## config.mk

```make
export PLATFORM = sky130hd
export DESIGN_NAME = i2c_reg_target
export DESIGN_NICKNAME = d
export VERILOG_FILES = /design/src/rtl/i2c_tgt_pkg.sv /design/src/rtl/i2c_line_sync.sv /design/src/rtl/i2c_map_decode.sv /design/src/rtl/i2c_tgt_engine.sv /design/src/rtl/i2c_reg_target.sv
export SDC_FILE = /design/constraint.sdc
export NUM_CORES = 1
export LEC_CHECK = 0
export BUFFER_PORTS_ARGS = -buffer_cell sky130_fd_sc_hd__buf_2
export CORE_MARGIN = 2
export CORE_UTILIZATION = 62
export CTS_CLUSTER_SIZE = 14
export DETAILED_ROUTE_END_ITERATION = 6
export PLACE_DENSITY_LB_ADDON = 0.12
export RECOVER_POWER = 100
export SYNTH_ARGS = -nofsm -noshare
export SYNTH_HDL_FRONTEND = slang
export SYNTH_SLANG_ARGS = --single-unit
```

## constraint.sdc

```tcl
create_clock -name clk -period 6.1 [get_ports clk]
set_input_delay 1.22 -clock clk [delete_from_list [all_inputs] [get_ports clk]]
set_output_delay 1.22 -clock clk [all_outputs]
set_load 0.01 [all_outputs]
```

## src/rtl/i2c_tgt_pkg.sv

```systemverilog
package i2c_tgt_pkg;
  localparam int BYTE_W = 8;

  typedef enum logic [2:0] {
    ST_IDLE,
    ST_DEV,
    ST_PTR,
    ST_WR,
    ST_RD,
    ST_SKIP
  } tgt_state_e;

  // Events decoded from the synchronised bus lines, valid for one clock.
  typedef struct packed {
    logic rise;
    logic fall;
    logic start;
    logic stop;
    logic sda;
  } bus_evt_t;
endpackage

```

## src/rtl/i2c_line_sync.sv

```systemverilog
module i2c_line_sync
  import i2c_tgt_pkg::*;
#(
  parameter int SYNC_STAGES = 2
) (
  input  logic     clk,
  input  logic     rst_n,
  input  logic     scl_i,
  input  logic     sda_i,
  output bus_evt_t evt
);
  logic [SYNC_STAGES-1:0] scl_sh;
  logic [SYNC_STAGES-1:0] sda_sh;
  logic scl_q, sda_q;
  logic scl_now, sda_now;

  // Chain of flops per line; idle bus level is high.
  for (genvar s = 0; s < SYNC_STAGES; s++) begin : g_stage
    if (s == 0) begin : g_first
      always_ff @(posedge clk or negedge rst_n) begin
        if (!rst_n) begin
          scl_sh[0] <= 1'b1;
          sda_sh[0] <= 1'b1;
        end else begin
          scl_sh[0] <= scl_i;
          sda_sh[0] <= sda_i;
        end
      end
    end else begin : g_next
      always_ff @(posedge clk or negedge rst_n) begin
        if (!rst_n) begin
          scl_sh[s] <= 1'b1;
          sda_sh[s] <= 1'b1;
        end else begin
          scl_sh[s] <= scl_sh[s-1];
          sda_sh[s] <= sda_sh[s-1];
        end
      end
    end
  end

  assign scl_now = scl_sh[SYNC_STAGES-1];
  assign sda_now = sda_sh[SYNC_STAGES-1];

  always_ff @(posedge clk or negedge rst_n) begin
    if (!rst_n) begin
      scl_q <= 1'b1;
      sda_q <= 1'b1;
    end else begin
      scl_q <= scl_now;
      sda_q <= sda_now;
    end
  end

  always_comb begin
    evt.rise  = scl_now & ~scl_q;
    evt.fall  = ~scl_now & scl_q;
    evt.start = scl_now & scl_q & sda_q & ~sda_now;
    evt.stop  = scl_now & scl_q & ~sda_q & sda_now;
    evt.sda   = sda_now;
  end
endmodule

```

## src/rtl/i2c_map_decode.sv

```systemverilog
module i2c_map_decode #(
  parameter int                    NUM_REGS = 4,
  parameter int                    ADDR_W   = 8,
  parameter logic [NUM_REGS*ADDR_W-1:0] REG_MAP = '0
) (
  input  logic [ADDR_W-1:0] addr,
  output logic              hit
);
  logic [NUM_REGS-1:0] match;

  for (genvar g = 0; g < NUM_REGS; g++) begin : g_cmp
    assign match[g] = (addr == REG_MAP[g*ADDR_W +: ADDR_W]);
  end

  assign hit = |match;
endmodule

```

## src/rtl/i2c_tgt_engine.sv

```systemverilog
module i2c_tgt_engine
  import i2c_tgt_pkg::*;
#(
  parameter logic [6:0] DEV_ADDR = 7'h3A
) (
  input  logic              clk,
  input  logic              rst_n,
  input  bus_evt_t          evt,
  input  logic              rx_hit,
  input  logic              ptr_hit,
  input  logic [BYTE_W-1:0] rd_data,
  output logic [BYTE_W-1:0] rx_byte,
  output logic [BYTE_W-1:0] ptr,
  output logic              sda_oe,
  output logic              wr_valid,
  output logic [BYTE_W-1:0] wr_addr,
  output logic [BYTE_W-1:0] wr_data
);
  localparam int CNT_W = $clog2(BYTE_W + 1);
  localparam logic [CNT_W-1:0] CNT_FULL = CNT_W'(BYTE_W);

  tgt_state_e        state;
  logic [CNT_W-1:0]  bitcnt;
  logic              in_ack;
  logic              rnw;
  logic              mnack;
  logic [BYTE_W-1:0] tx;
  logic [BYTE_W-1:0] load;

  assign load = ptr_hit ? rd_data : '0;

  always_ff @(posedge clk or negedge rst_n) begin
    if (!rst_n) begin
      state    <= ST_IDLE;
      bitcnt   <= '0;
      in_ack   <= 1'b0;
      rnw      <= 1'b0;
      mnack    <= 1'b0;
      tx       <= '0;
      rx_byte  <= '0;
      ptr      <= '0;
      sda_oe   <= 1'b0;
      wr_valid <= 1'b0;
      wr_addr  <= '0;
      wr_data  <= '0;
    end else begin
      wr_valid <= 1'b0;
      if (evt.start) begin
        state  <= ST_DEV;
        bitcnt <= '0;
        in_ack <= 1'b0;
        sda_oe <= 1'b0;
      end else if (evt.stop) begin
        state  <= ST_IDLE;
        bitcnt <= '0;
        in_ack <= 1'b0;
        sda_oe <= 1'b0;
      end else begin
        case (state)
          ST_DEV, ST_PTR, ST_WR: begin
            if (evt.rise && !in_ack && bitcnt != CNT_FULL) begin
              rx_byte <= {rx_byte[BYTE_W-2:0], evt.sda};
              bitcnt  <= bitcnt + 1'b1;
            end else if (evt.fall && in_ack) begin
              // End of the acknowledge slot.
              in_ack <= 1'b0;
              bitcnt <= '0;
              sda_oe <= 1'b0;
              if (state == ST_DEV) begin
                if (rnw) begin
                  state  <= ST_RD;
                  tx     <= load;
                  sda_oe <= ~load[BYTE_W-1];
                end else begin
                  state <= ST_PTR;
                end
              end else if (state == ST_PTR) begin
                state <= ST_WR;
              end
            end else if (evt.fall && bitcnt == CNT_FULL) begin
              // Byte complete: decide the acknowledge.
              if (state == ST_DEV) begin
                if (rx_byte[BYTE_W-1:1] == DEV_ADDR) begin
                  sda_oe <= 1'b1;
                  rnw    <= rx_byte[0];
                  in_ack <= 1'b1;
                end else begin
                  state <= ST_SKIP;
                end
              end else if (state == ST_PTR) begin
                ptr    <= rx_byte;
                sda_oe <= rx_hit;
                in_ack <= 1'b1;
              end else begin
                sda_oe <= ptr_hit;
                in_ack <= 1'b1;
                ptr    <= ptr + 1'b1;
                if (ptr_hit) begin
                  wr_valid <= 1'b1;
                  wr_addr  <= ptr;
                  wr_data  <= rx_byte;
                end
              end
            end
          end
          ST_RD: begin
            if (evt.rise) begin
              if (in_ack) begin
                mnack <= evt.sda;
              end else if (bitcnt != CNT_FULL) begin
                bitcnt <= bitcnt + 1'b1;
              end
            end else if (evt.fall) begin
              if (in_ack) begin
                in_ack <= 1'b0;
                bitcnt <= '0;
                if (mnack) begin
                  state  <= ST_SKIP;
                  sda_oe <= 1'b0;
                end else begin
                  tx     <= load;
                  sda_oe <= ~load[BYTE_W-1];
                end
              end else if (bitcnt == CNT_FULL) begin
                sda_oe <= 1'b0;
                in_ack <= 1'b1;
                ptr    <= ptr + 1'b1;
              end else if (bitcnt != '0) begin
                sda_oe <= ~tx[BYTE_W-2];
                tx     <= {tx[BYTE_W-2:0], 1'b0};
              end
            end
          end
          default: begin
            // Idle or ignoring the bus until the next START or STOP.
          end
        endcase
      end
    end
  end
endmodule

```

## src/rtl/i2c_reg_target.sv

```systemverilog
module i2c_reg_target
  import i2c_tgt_pkg::*;
#(
  parameter logic [6:0]            DEV_ADDR    = 7'h3A,
  parameter int                    NUM_REGS    = 4,
  parameter logic [NUM_REGS*8-1:0] REG_MAP     = {8'hFF, 8'h10, 8'h01, 8'h00},
  parameter int                    SYNC_STAGES = 2
) (
  input  logic       clk,
  input  logic       rst_n,
  input  logic       scl_i,
  input  logic       sda_i,
  output logic       sda_oe,
  output logic       wr_valid,
  output logic [7:0] wr_addr,
  output logic [7:0] wr_data,
  output logic [7:0] rd_addr,
  input  logic [7:0] rd_data
);
  bus_evt_t          evt;
  logic [BYTE_W-1:0] rx_byte;
  logic [BYTE_W-1:0] ptr;
  logic              rx_hit, ptr_hit;

  i2c_line_sync #(.SYNC_STAGES(SYNC_STAGES)) u_sync (
    .clk   (clk),
    .rst_n (rst_n),
    .scl_i (scl_i),
    .sda_i (sda_i),
    .evt   (evt)
  );

  i2c_map_decode #(.NUM_REGS(NUM_REGS), .ADDR_W(BYTE_W), .REG_MAP(REG_MAP)) u_rx_dec (
    .addr (rx_byte),
    .hit  (rx_hit)
  );

  i2c_map_decode #(.NUM_REGS(NUM_REGS), .ADDR_W(BYTE_W), .REG_MAP(REG_MAP)) u_ptr_dec (
    .addr (ptr),
    .hit  (ptr_hit)
  );

  i2c_tgt_engine #(.DEV_ADDR(DEV_ADDR)) u_eng (
    .clk      (clk),
    .rst_n    (rst_n),
    .evt      (evt),
    .rx_hit   (rx_hit),
    .ptr_hit  (ptr_hit),
    .rd_data  (rd_data),
    .rx_byte  (rx_byte),
    .ptr      (ptr),
    .sda_oe   (sda_oe),
    .wr_valid (wr_valid),
    .wr_addr  (wr_addr),
    .wr_data  (wr_data)
  );

  assign rd_addr = ptr;
endmodule

```

---- Word-level counts from Yosys, hierarchy flattened ----
Index checks and enable logic that the tools add are counted.
operators by class
  add/sub/neg operators ................... 2
  $mul .................................... 0
  divide/modulo/power cells ............... 0
  magnitude comparators ................... 0
  eq/ne operators ......................... 43
  shift operators ......................... 0
  multiplexer cells ....................... 84
  bitwise operators ....................... 19
  reductions and logical operators ........ 23
operator list
  kind                                                             count
  8-bit 2-to-1 mux                                                 10
  7-bit 2-to-1 mux                                                 10
  3-bit 2-to-1 mux                                                 14
  4-bit 2-to-1 mux                                                 9
  1-bit 2-to-1 mux                                                 35
  5-bit by 3-bit != test with 1-bit output, second input constant  6
  8-bit by 1-bit == test with 1-bit output, second input constant  2
  8-bit by 5-bit == test with 1-bit output, second input constant  2
  8-bit == test, second input constant                             2
  8-bit zero test                                                  2
  8-bit one-hot mux with 2 select lines                            1
  7-bit one-hot mux with 2 select lines                            1
  2-bit by 1-bit != test with 1-bit output, second input constant  6
  4-bit by 3-bit != test with 1-bit output, second input constant  3
  4-bit != test, second input constant                             3
  1-bit NOT                                                        12
  12-bit AND reduction                                             1
  6-bit AND reduction                                              2
  11-bit AND reduction                                             1
  2-bit != test, second input constant                             5
  5-bit != test, second input constant                             2
  10-bit AND reduction                                             1
  9-bit AND reduction                                              1
  8-bit by 1-bit adder with 8-bit output, second input constant    1
  other kinds (26)                                                 39
storage, ports and cells
  register bits after elaboration ......... 57
  bits in latches ......................... 0
  memory bits (writable) .................. 0
  memory bits (read-only) ................. 0
  input bits .............................. 12
  output and inout port bits .............. 26
  memories ................................ 0

---- Logic depth before layout (Yosys ltp) ----
Gate-level depths: netlist (run 1).
  depth in word-level cells ............... 11
  gate-level depth with buffers ........... 8

---- By module ----
From an unflattened synthesis (run 1), not the netlist that was laid out.
unflattened totals
  cell total of the unflattened synthesis .. 284
  area, all modules ....................... 3075.4 um2
modules (own cells, without submodules)
  module          instances  cells each  area an instance (um2)  seq. area each (um2)
  i2c_tgt_engine  1          261         2787.7                  1276.2
  i2c_line_sync   1          11          197.7                   157.7
  i2c_map_decode  2          6           45.0                    0.0

---- Worst setup path after synthesis (run 1) ----
Ideal clock, no wire load.
  path kind ............................... register -> register
  start point ............................. register u_eng.ptr[2]
  end point ............................... register u_eng.wr_addr[7]
  data arrival time ....................... 2.335 ns
  data required time ...................... 5.975 ns
  slack ................................... 3.640 ns
  stages on the path, launching flop included .. 7
  path buffers ............................ 1
  period minus slack after synthesis ...... 2.460 ns
  cell sequence ........................... dfrtp_1 or4_4 a211oi_2 a31oi_2 nor4_4 buf_8 mux2_4
on the way
  word-level cells in the longest chain between the ends .. 3
  elaborated cells on any way between the ends .. 6
  classes of those cells .................. eq/ne: 3; reduce/logical: 3
ends and longest elaborated chain
  what                                                              line                   source
  from (decl)                                                       i2c_tgt_engine.sv:13   output logic [BYTE_W-1:0] ptr,
  from (signal assigned)                                            i2c_tgt_engine.sv:91   ptr <= rx_byte;
  from (signal assigned)                                            i2c_tgt_engine.sv:97   ptr <= ptr + 1'b1;
  from (signal assigned)                                            i2c_tgt_engine.sv:127  ptr <= ptr + 1'b1;
  8-bit by 1-bit == test with 1-bit output (tied with other cells)  i2c_map_decode.sv:12   assign match[g] = (addr == REG_MAP[g*ADDR_W +: ADDR_W]);
  4-bit OR reduction (*)                                            i2c_map_decode.sv:15   assign hit = |match;
  9-bit AND reduction (no source line) (*)                          n/a
  to (signal assigned)                                              i2c_tgt_engine.sv:100  wr_addr <= ptr;
  to (decl)                                                         i2c_tgt_engine.sv:16   output logic [BYTE_W-1:0] wr_addr,
Every way passes the cells marked *; elsewhere a longest branch is shown, timed or not.
A chain may end at the register's enable or synchronous reset.

==> flow_summary.yaml, run 1 <==
final_layout:
  fillers: 361
  fin_area_um2: 3350
  num-nets-final: 336
  mostFrequentLayoutCell: "dfrtp_1"
  mostFrequentLayoutCells: "51 x dfrtp_1, 28 x clkbuf_1, 27 x nand2_1, 24 x mux2_2, 23 x o21ai_0"
  fin_util: 0.713
  post_route_cells_drive_above_1_share: 0.213
  antennaDiodeCount: 0
  area_growth_pct: 11.0
sta:
  rsz0062_at_grt: "no"
  fmax_mhz: 281
  finClkSkew_ns: 0.00721
  worst_pin_slew_ns: 2.91
  min_period_ns: 3.56
  final_hold_viol_count: 0
  maxSlewViolCount: 67
  fin_crit_sh: 0.584
  setup_viol: 0
  slew_headroom: -0.938
  fin_tns_setup_ns: 0
synth:
  ys_ff_latch: 57
  syn_nets: 296
  synth_cell_types: 52
  synthFlopType: "dfrtp_1"
  ys_async_sr_fraction: 1.00
  syn_inst: 279
  synth.yosys.warnings: 0
  yosysSeqAreaShare: 0.476
  synth-edff-count: 0
  avgSynthCellArea_um2: 10.8
  syn_area_um2: 3020
critical_path:
  slowest_delay_ns: 2.05
  critPathKind: "in2async"
  worstPathMaxFanout: 57
  critPathArrivalTime_ns: 3.36
  cp-start-kind: "input pin"
  critPathBufInv: 2
  path_delay_family: "buffers and inverters"
  required_ns: 5.90
  cp-end-kind: "asynchronous set/reset pin"
  cp_cell_sequence: "buf_2, clkbuf_1"
  cp_slowest_cell: "clkbuf_1"
detailed_routing:
  drc_errors: 0
  drt-initial-drc-count: 192
  vias_per_cell: 6.19
  drt-total-wl_mm: 6.33
  antenna_left: 0
  via_count: 2338
  firstDrtPassIters: 5
  wire_per_inst_um: 16.7
floorplan:
  die_height_um: 73.7
  start_util: 0.643
  die_w_um: 73.7
  pin_count: 38
  dieArea_um2: 5440
  rows: 25
  coreArea_um2: 4690
place:
  gp_congestion: 0.997
  io_buffers: 37
  dp_hpwl_mm: 4.34
  dpl_cell_area_um2: 3210
clock_network:
  postCtsResizedCells: 0
  clk_latency_ns: 0.33
  path_clk_slew_ns: 0.07
  post-cts-setup-buffer-count: 0
  cts_tree: "yes"
  cts_root_buf: "clkbuf_8"
  hold_buffers: 0
  cts_buffers: 9
  clockBufferDepth: 2
  clkSinkCount: 57
  cts_max_level: 3
global_route:
  grtUsageMet2: 0.419
  use_met3: 0.0617
  grt_overflow: 0
  met1_usage: 0.340
  grt_use_total: 0.259
  grt_pass1_vias: 2207
  grt_pass1_wl_mm: 10.5
  grt_antenna_before_repair: 0
  top_usage_layer: "met2"
  grt_max_degree: 58
hold_path:
  hp-class: "reg2reg"
run_status:
  status: "finished, violations left"
  violations: "max-capacitance violations, max-slew violations"
run:
  maxCapViolCount: 2
power_and_ir_drop:
  power.density_nw_per_um2: 362
  peakVddDrop_mv: 0.212
  leakage_nw: 1.45
-- area by class of cell --
cell class,instances,area [um^2],share of cell area
Tap cell,54,67.6,0.0202
Clock buffer,11,151,0.0453
Sequential cell,57,1430,0.429
Timing Repair Buffer,40,168,0.0501
Multi-Input combinational cell,202,1410,0.423
Clock inverter,5,77.6,0.0232
Inverter,9,33.8,0.0101
-- metrics by stage --
stage                     power [mW]  hold WS (ns)  setup slack [ns]  instances
after floorplan                0.743         0.345              3.64        279
after CTS                       1.22         0.352              3.57        378
after detailed placement       0.817         0.347              3.58        362
after global placement         0.807         0.346              3.62        362
final                           1.21         0.356              2.54        378
after global routing            1.28         0.368              1.74        378
-- kinds of logic (layout without fill, tap and decap cells) --
group,Yosys count,after routing,synth area share
buf+inv,20,65,0.0382
xor+xnor,2,2,0.00581
flops,57,57,0.476
simple gates,86,86,0.160
fa+ha+maj,5,5,0.0207
compound gates,74,74,0.158
mux,35,35,0.142
-- flip-flops by register name, indices dropped and copies added, names as in the netlist --
signal,count
u_sync.scl_sh,1
u_eng.rnw,1
u_sync.sda_now,1
u_eng.bitcnt,4
u_eng.wr_addr,8
u_eng.wr_data,8
u_eng.sda_oe,1
u_eng.wr_valid,1
u_eng.state,3
u_sync.sda_q,1
u_eng.tx,7
u_eng.rx_byte,8
u_eng.in_ack,1
u_sync.sda_sh,1
u_eng.ptr,8
u_eng.mnack,1
u_sync.scl_now,1
u_sync.scl_q,1
-- Yosys cell counts (2+ instances only) --
| cell type | n | area, um^2 |
|---|---|---|
| nor2_1 | 12 | 45.0 |
| o22ai_1 | 4 | 25.0 |
| nor3_1 | 4 | 20.0 |
| or2b_2 | 3 | 26.3 |
| a211oi_1 | 5 | 37.5 |
| o21bai_1 | 4 | 30.0 |
| nand2_1 | 27 | 101 |
| mux2_2 | 26 | 293 |
| nand3b_1 | 2 | 15.0 |
| o32ai_1 | 2 | 17.5 |
| buf_6 | 2 | 22.5 |
| nand4_1 | 4 | 25.0 |
| o2bb2ai_1 | 2 | 17.5 |
| nand3_1 | 11 | 55.1 |
| a21oi_1 | 18 | 90.1 |
| nand2b_1 | 4 | 25.0 |
| nor2b_1 | 2 | 12.5 |
| o211ai_1 | 3 | 22.5 |
| or3b_2 | 3 | 26.3 |
| and3b_1 | 2 | 17.5 |
| dfstp_2 | 6 | 158 |
| clkbuf_1 | 6 | 22.5 |
| a32oi_1 | 2 | 17.5 |
| dfrtp_1 | 51 | 1280 |
| o41ai_1 | 2 | 17.5 |
| inv_1 | 9 | 33.8 |
| ha_1 | 5 | 62.6 |
| mux2_4 | 9 | 135 |
| nor3b_1 | 3 | 22.5 |
| or2_2 | 2 | 12.5 |
| o21ai_0 | 23 | 115 |
-- layer usage --
| metal | wire length, um | vias to the layer above |
|---|---|---|
| li1 | - | 1103 |
| met4 | 88 | 0 |
| met1 | 2760 | 1123 |
| met2 | 3100 | 98 |
| met3 | 374 | 14 |
| met5 | 0 | - |
-- worst paths after layout --
check | depth (start not counted) | to | slack (ns) | startpoint
worst min register to register | 0 | u_sync.scl_now$_DFF_PN1_ | 0.36 | u_sync.scl_sh[0]$_DFF_PN1_
min in group asynchronous | 2 | u_eng.bitcnt[2]$_DFFE_PN0P_ | 1.92 | rst_n
worst min-delay path | 0 | u_sync.scl_now$_DFF_PN1_ | 0.36 | u_sync.scl_sh[0]$_DFF_PN1_
worst max register to register | 8 | u_eng.wr_addr[1]$_DFFE_PN0P_ | 2.99 | u_eng.ptr[1]$_DFFE_PN0P_
worst max-delay path | 2 | u_eng.rnw$_DFFE_PN0P_ | 2.54 | rst_n
max in group clk | 8 | u_eng.wr_addr[1]$_DFFE_PN0P_ | 2.99 | u_eng.ptr[1]$_DFFE_PN0P_
-- where the power goes --
part,internal [mW],switching (mW)
sequential,0.445,0.0819
clock,0.251,0.151
combinational,0.133,0.149
total,0.829,0.382
(Power assumes the default switching activity.)
==> inputs of run 2 (changes only) <==
CORE_UTILIZATION = 52   (was 62)
clock period = 3.25 ns   (was 6.1 ns; I/O delays follow)
==> flow_summary.yaml, run 2 (synthesis results as in run 1) <==
sta:
  fin_crit_sh: 0.837
  fmax_mhz: 368
  maxSlewViolCount: 0
  final_hold_viol_count: 0
  rsz0062_at_grt: "no"
  worst_slack_ns: 0.529
  fin_tns_setup_ns: 0
  worst_pin_slew_ns: 1.26
  slew_headroom: 0.161
  setup_viol: 0
  min_period_ns: 2.72
  finClkSkew_ns: 0.00723
power_and_ir_drop:
  switching_power_mw: 0.711
  power_mw: 2.16
  pwr-share-clk: 0.296
  swShare: 0.329
  p_int_mw: 1.45
  power.density_nw_per_um2: 646
  seqPwrFrac: 0.457
  leakage_nw: 1.44
  peakVddDrop_mv: 0.416
  p_comb_frac: 0.247
final_layout:
  area_growth_pct: 11.0
  regArea_um2: 1430
  post_route_cells_drive_above_1_share: 0.213
  multi_input_area_um2: 1410
  fillers: 508
  mostFrequentLayoutCells: "51 x dfrtp_1, 34 x clkbuf_1, 27 x nand2_1, 26 x mux2_2, 23 x o21ai_0"
  mostFrequentLayoutCell: "dfrtp_1"
  fin_util: 0.604
  num-nets-final: 341
  antennaDiodeCount: 0
place:
  io_buffers: 37
  place_ws_ns: 0.733
  gp_congestion: 0.963
  dp_hpwl_mm: 4.54
global_route:
  grt_max_degree: 24
  grt_antenna_before_repair: 0
  grt_pass1_vias: 2219
  grt_overflow: 0
  grt_use_total: 0.232
  grt_pass1_wl_mm: 11.2
clock_network:
  cts_max_level: 3
  path_clk_slew_ns: 0.07
  cts_root_buf: "clkbuf_8"
  cts_buffers: 9
  hold_buffers: 0
  clkSinkCount: 57
  postCtsResizedCells: 0
  clockBufferDepth: 2
  post-cts-setup-buffer-count: 0
  cts_tree: "yes"
  clk_latency_ns: 0.34
critical_path:
  critPathKind: "reg2reg"
  required_ns: 3.47
  cp-end-kind: "flop"
  timing.rr.start: "u_eng.ptr[1]$_DFFE_PN0P_"
  cp.depth: 8
  crit_start: "u_eng.ptr[1]$_DFFE_PN0P_"
  cp_slowest_cell: "nor4_1"
  worstPathMaxFanout: 16
  reg2reg_depth: 8
  cp_cell_sequence: "inv_1, ha_1, or2b_2, a211oi_1, a31oi_1, nor4_1, buf_4, mux2_2"
  cp-start-kind: "flop"
  path_delay_family: "simple AND/OR/NAND/NOR gates"
  critPathBufInv: 2
  critPathArrivalTime_ns: 2.94
  slowest_delay_ns: 0.52
detailed_routing:
  wire_per_inst_um: 16.2
  antenna_left: 0
  firstDrtPassIters: 4
  drt-total-wl_mm: 6.52
  drt-initial-drc-count: 280
  drc_errors: 0
  vias_per_cell: 5.74
  via_count: 2301
run:
  maxCapViolCount: 0
floorplan:
  dieArea_um2: 6420
  rows: 27
  die_height_um: 80.2
  die_w_um: 80.2
  start_util: 0.544
  coreArea_um2: 5540
  pin_count: 38
run_status:
  status: "complete, no violations"
hold_path:
  hp-class: "in2async"
-- run 2: metrics by stage --
stage / area (um^2) / hold WS [ns] / cells
final: 3350 / 0.340 / 401
after global routing: 3350 / 0.365 / 401
after CTS: 3460 / 0.189 / 401
after detailed placement: 3270 / 0.347 / 385
after global placement: 3270 / 0.345 / 385
after floorplan: 3020 / 0.345 / 279
-- run 2: final cells by class --
class	instances	share of cell area
clock buffers	11	0.0393
repair buffers	45	0.0576
well taps	72	0.0269
inverters	9	0.0101
multi-input cells	202	0.421
clock inverters	5	0.0168
flip-flops and latches	57	0.429
-- run 2: path summary, 6_finish.rpt --
kind	slack, ns	to
max	0.53	u_eng.wr_addr[1]$_DFFE_PN0P_
min	0.34	u_eng.bitcnt[0]$_DFFE_PN0P_
max reg2reg	0.53	u_eng.wr_addr[1]$_DFFE_PN0P_
min reg2reg	0.36	u_sync.sda_now$_DFF_PN1_
max in group asynchronous	1.31	u_eng.ptr[5]$_DFFE_PN0P_
min in group clk	0.36	u_sync.sda_now$_DFF_PN1_
-- run 2: metal layers --
layer / part of all wire / vias to the layer above / track usage
met5: 0 / - / 0
met2: 0.47 / 70 / 0.348
li1: - / 1119 / -
met3: 0.054 / 8 / 0.0708
met1: 0.47 / 1104 / 0.319
met4: 0.014 / 0 / 0.0814
-- run 2: power groups by stage --
stage                     logic [mW]  registers, mW  clock network (mW)
after detailed placement       0.550           1.00                   0
after CTS                      0.553          0.989               0.659
final                          0.534          0.987               0.640
after global routing           0.595           1.02               0.690
after global placement         0.543          0.998                   0
after floorplan                0.461          0.933                   0
==> inputs of run 3 (changes only) <==
ABC_AREA = 1   (was default)
CORE_UTILIZATION = 58   (was 52)
clock period = 2.8 ns   (was 3.25 ns; I/O delays follow)
==> flow_summary.yaml, run 3 <==
synth:
  synth_top_cell_area_share: 0.407
  synthTopCellsByCount: "106 x nand2_1, 51 x dfrtp_1, 51 x nor2_1"
  yosysTopAreaCell: "dfrtp_1"
  avgSynthCellArea_um2: 7.75
  syn_area_um2: 3140
  yosysMostFrequentCell: "nand2_1"
  ys_ff_latch: 57
  synth_xor_area_frac: 0.0112
  synth.yosys.warnings: 0
  synth_top_cells_by_area: "dfrtp_1 41%, nand2_1 13%, nor2_1 6.1%"
  synth_cell_types: 35
  synthMuxAreaShare: 0
  synth_top_family_by_area: "simple AND/OR/NAND/NOR gates"
  synth_simple_gate_area_frac: 0.326
  syn_inst: 405
  synthAdderAreaFrac: 0.0199
  syn_nets: 422
  ys_async_sr_fraction: 1.00
  synth-edff-count: 0
  synthFlopType: "dfrtp_1"
  yosysSeqAreaShare: 0.457
  synth_compound_area_frac: 0.110
floorplan:
  coreArea_um2: 5170
  start_util: 0.607
  die_height_um: 77.6
  pin_count: 38
  dieArea_um2: 6020
  die_w_um: 77.6
  rows: 26
final_layout:
  regArea_um2: 1430
  mostFrequentLayoutCells: "110 x nand2_1, 54 x nor2_1, 51 x dfrtp_1, 43 x inv_1, 41 x o21ai_0"
  mostFrequentLayoutCell: "nand2_1"
  area_growth_pct: 11.2
  antennaDiodeCount: 0
  fillers: 450
  post_route_cells_drive_above_1_share: 0.116
  multi_input_area_um2: 1410
  num-nets-final: 462
  fin_util: 0.675
detailed_routing:
  firstDrtPassIters: 4
  wire_per_inst_um: 13.0
  drt-total-wl_mm: 6.78
  drt-initial-drc-count: 199
  antenna_left: 0
  via_count: 2761
  vias_per_cell: 5.31
  drc_errors: 0
critical_path:
  r2r_end: "u_eng.ptr[0]$_DFFE_PN0P_"
  ff2ff_setup_slack_ns: 0.43
  cp-end-kind: "flop"
  path_delay_family: "simple AND/OR/NAND/NOR gates"
  cp_cell_sequence: "inv_1, ha_1, nand3_1, nand2_1, nor2_1, nand2_1, o21ai_0, nor2_1, nand2_2, inv_2, nand2_1, nand2_1"
  slowest_delay_ns: 0.39
  timing.rr.start: "u_eng.bitcnt[0]$_DFFE_PN0P_"
  crit_start: "u_eng.bitcnt[0]$_DFFE_PN0P_"
  worstPathMaxFanout: 19
  reg2reg_depth: 12
  critPathArrivalTime_ns: 2.60
  cp-start-kind: "flop"
  critPathKind: "reg2reg"
  timing.critical_path.mode_cell: "nand2_1"
  cp_slowest_cell: "dfrtp_1"
  required_ns: 3.03
  critPathBufInv: 2
hold_path:
  min_path_cells: 1
  hp-class: "in2reg"
  hp-start: "sda_i"
  hold_end: "u_sync.sda_sh[0]$_DFF_PN1_"
global_route:
  grt_overflow: 0
  grt_max_degree: 32
  grt_antenna_before_repair: 0
  grt_pass1_wl_mm: 11.9
  grt_pass1_vias: 2655
  grt_use_total: 0.250
clock_network:
  cts_buffers: 9
  hold_buffers: 0
  clkSinkCount: 57
  clk_latency_ns: 0.35
  clockBufferDepth: 2
  cts_max_level: 3
  post-cts-setup-buffer-count: 0
  cts_root_buf: "clkbuf_8"
  postCtsResizedCells: 0
  cts_tree: "yes"
  path_clk_slew_ns: 0.06
power_and_ir_drop:
  leakage_nw: 1.67
  p_comb_frac: 0.403
  power.density_nw_per_um2: 985
  p_int_mw: 2.00
  swShare: 0.419
  switching_power_mw: 1.44
  peakVddDrop_mv: 0.699
  pwr-share-clk: 0.256
  seqPwrFrac: 0.341
sta:
  fmax_mhz: 422
  fin_crit_sh: 0.846
  maxSlewViolCount: 0
  final_hold_viol_count: 0
  worst_slack_ns: 0.430
  worst_pin_slew_ns: 1.42
  setup_viol: 0
  rsz0062_at_grt: "no"
  hold-worst-slack_ns: 0.312
  finClkSkew_ns: 0.0107
  min_period_ns: 2.37
  slew_headroom: 0.0534
  fin_tns_setup_ns: 0
place:
  io_buffers: 37
  gp_congestion: 0.894
  dp_hpwl_mm: 4.88
  place_ws_ns: 0.532
run_status:
  status: "complete, no violations"
run:
  maxCapViolCount: 0
run 3: cell count changes after synthesis, moves of 8 or more:
cell / before / now
a21oi_1: 18 / 1
inv_1: 9 / 43
mux2_2: 26 / 0
mux2_4: 9 / 0
nand2_1: 27 / 106
nand2_2: 0 / 9
nand3_1: 11 / 25
nor2_1: 12 / 51
o21ai_0: 23 / 31
o21ai_1: 0 / 14
run 3: worst max-delay path by stage:
stage	to	slack [ns]	cells after the start
final	u_eng.ptr[0]$_DFFE_PN0P_	0.43	12
after global routing	u_eng.ptr[0]$_DFFE_PN0P_	0.18	12
after CTS	u_eng.wr_addr[2]$_DFFE_PN0P_	0.54	8
after detailed placement	u_eng.wr_addr[2]$_DFFE_PN0P_	0.53	8
after global placement	u_eng.wr_addr[3]$_DFFE_PN0P_	0.59	8
after floorplan	u_eng.wr_data[0]$_DFFE_PN0P_	1.19	10
run 3: layout make-up:
class,count,area share
Sequential cell,57,0.411
Multi-Input combinational cell,292,0.404
Inverter,47,0.0506
Clock buffer,13,0.0455
Timing Repair Buffer,38,0.0448
Tap cell,70,0.0251
Clock inverter,3,0.0186
run 3: through the flow:
stage	power, mW	instance area (um^2)	cells
after CTS	3.54	3590	520
after detailed placement	2.64	3370	504
after global placement	2.61	3370	504
final	3.44	3490	520
after floorplan	2.36	3140	405
after global routing	3.72	3490	520
run 3: cell families (layout without fill, tap and decap cells):
group / count (synthesis) / in the layout
and+or+nand+nor: 222 / 222
AOI/OAI and AO/OA: 61 / 61
DFF: 57 / 57
buffers and inverters: 56 / 101
adders and majority gates: 5 / 5
xor gates and xnor gates: 4 / 4
run 3: routing by layer:
metal,vias to the layer above,share of wire,global-route usage
li1,1383,-,-
met3,16,0.042,0.0419
met1,1286,0.46,0.317
met4,0,0.021,0.129
met5,-,0,0
met2,76,0.47,0.413
run 3: power groups by stage:
stage / sequential, mW / clock, mW / combinational, mW
after CTS: 1.18 / 0.893 / 1.46
after floorplan: 1.17 / 0 / 1.19
after global placement: 1.18 / 0 / 1.43
after global routing: 1.20 / 0.922 / 1.60
after detailed placement: 1.19 / 0 / 1.46
final: 1.17 / 0.880 / 1.38
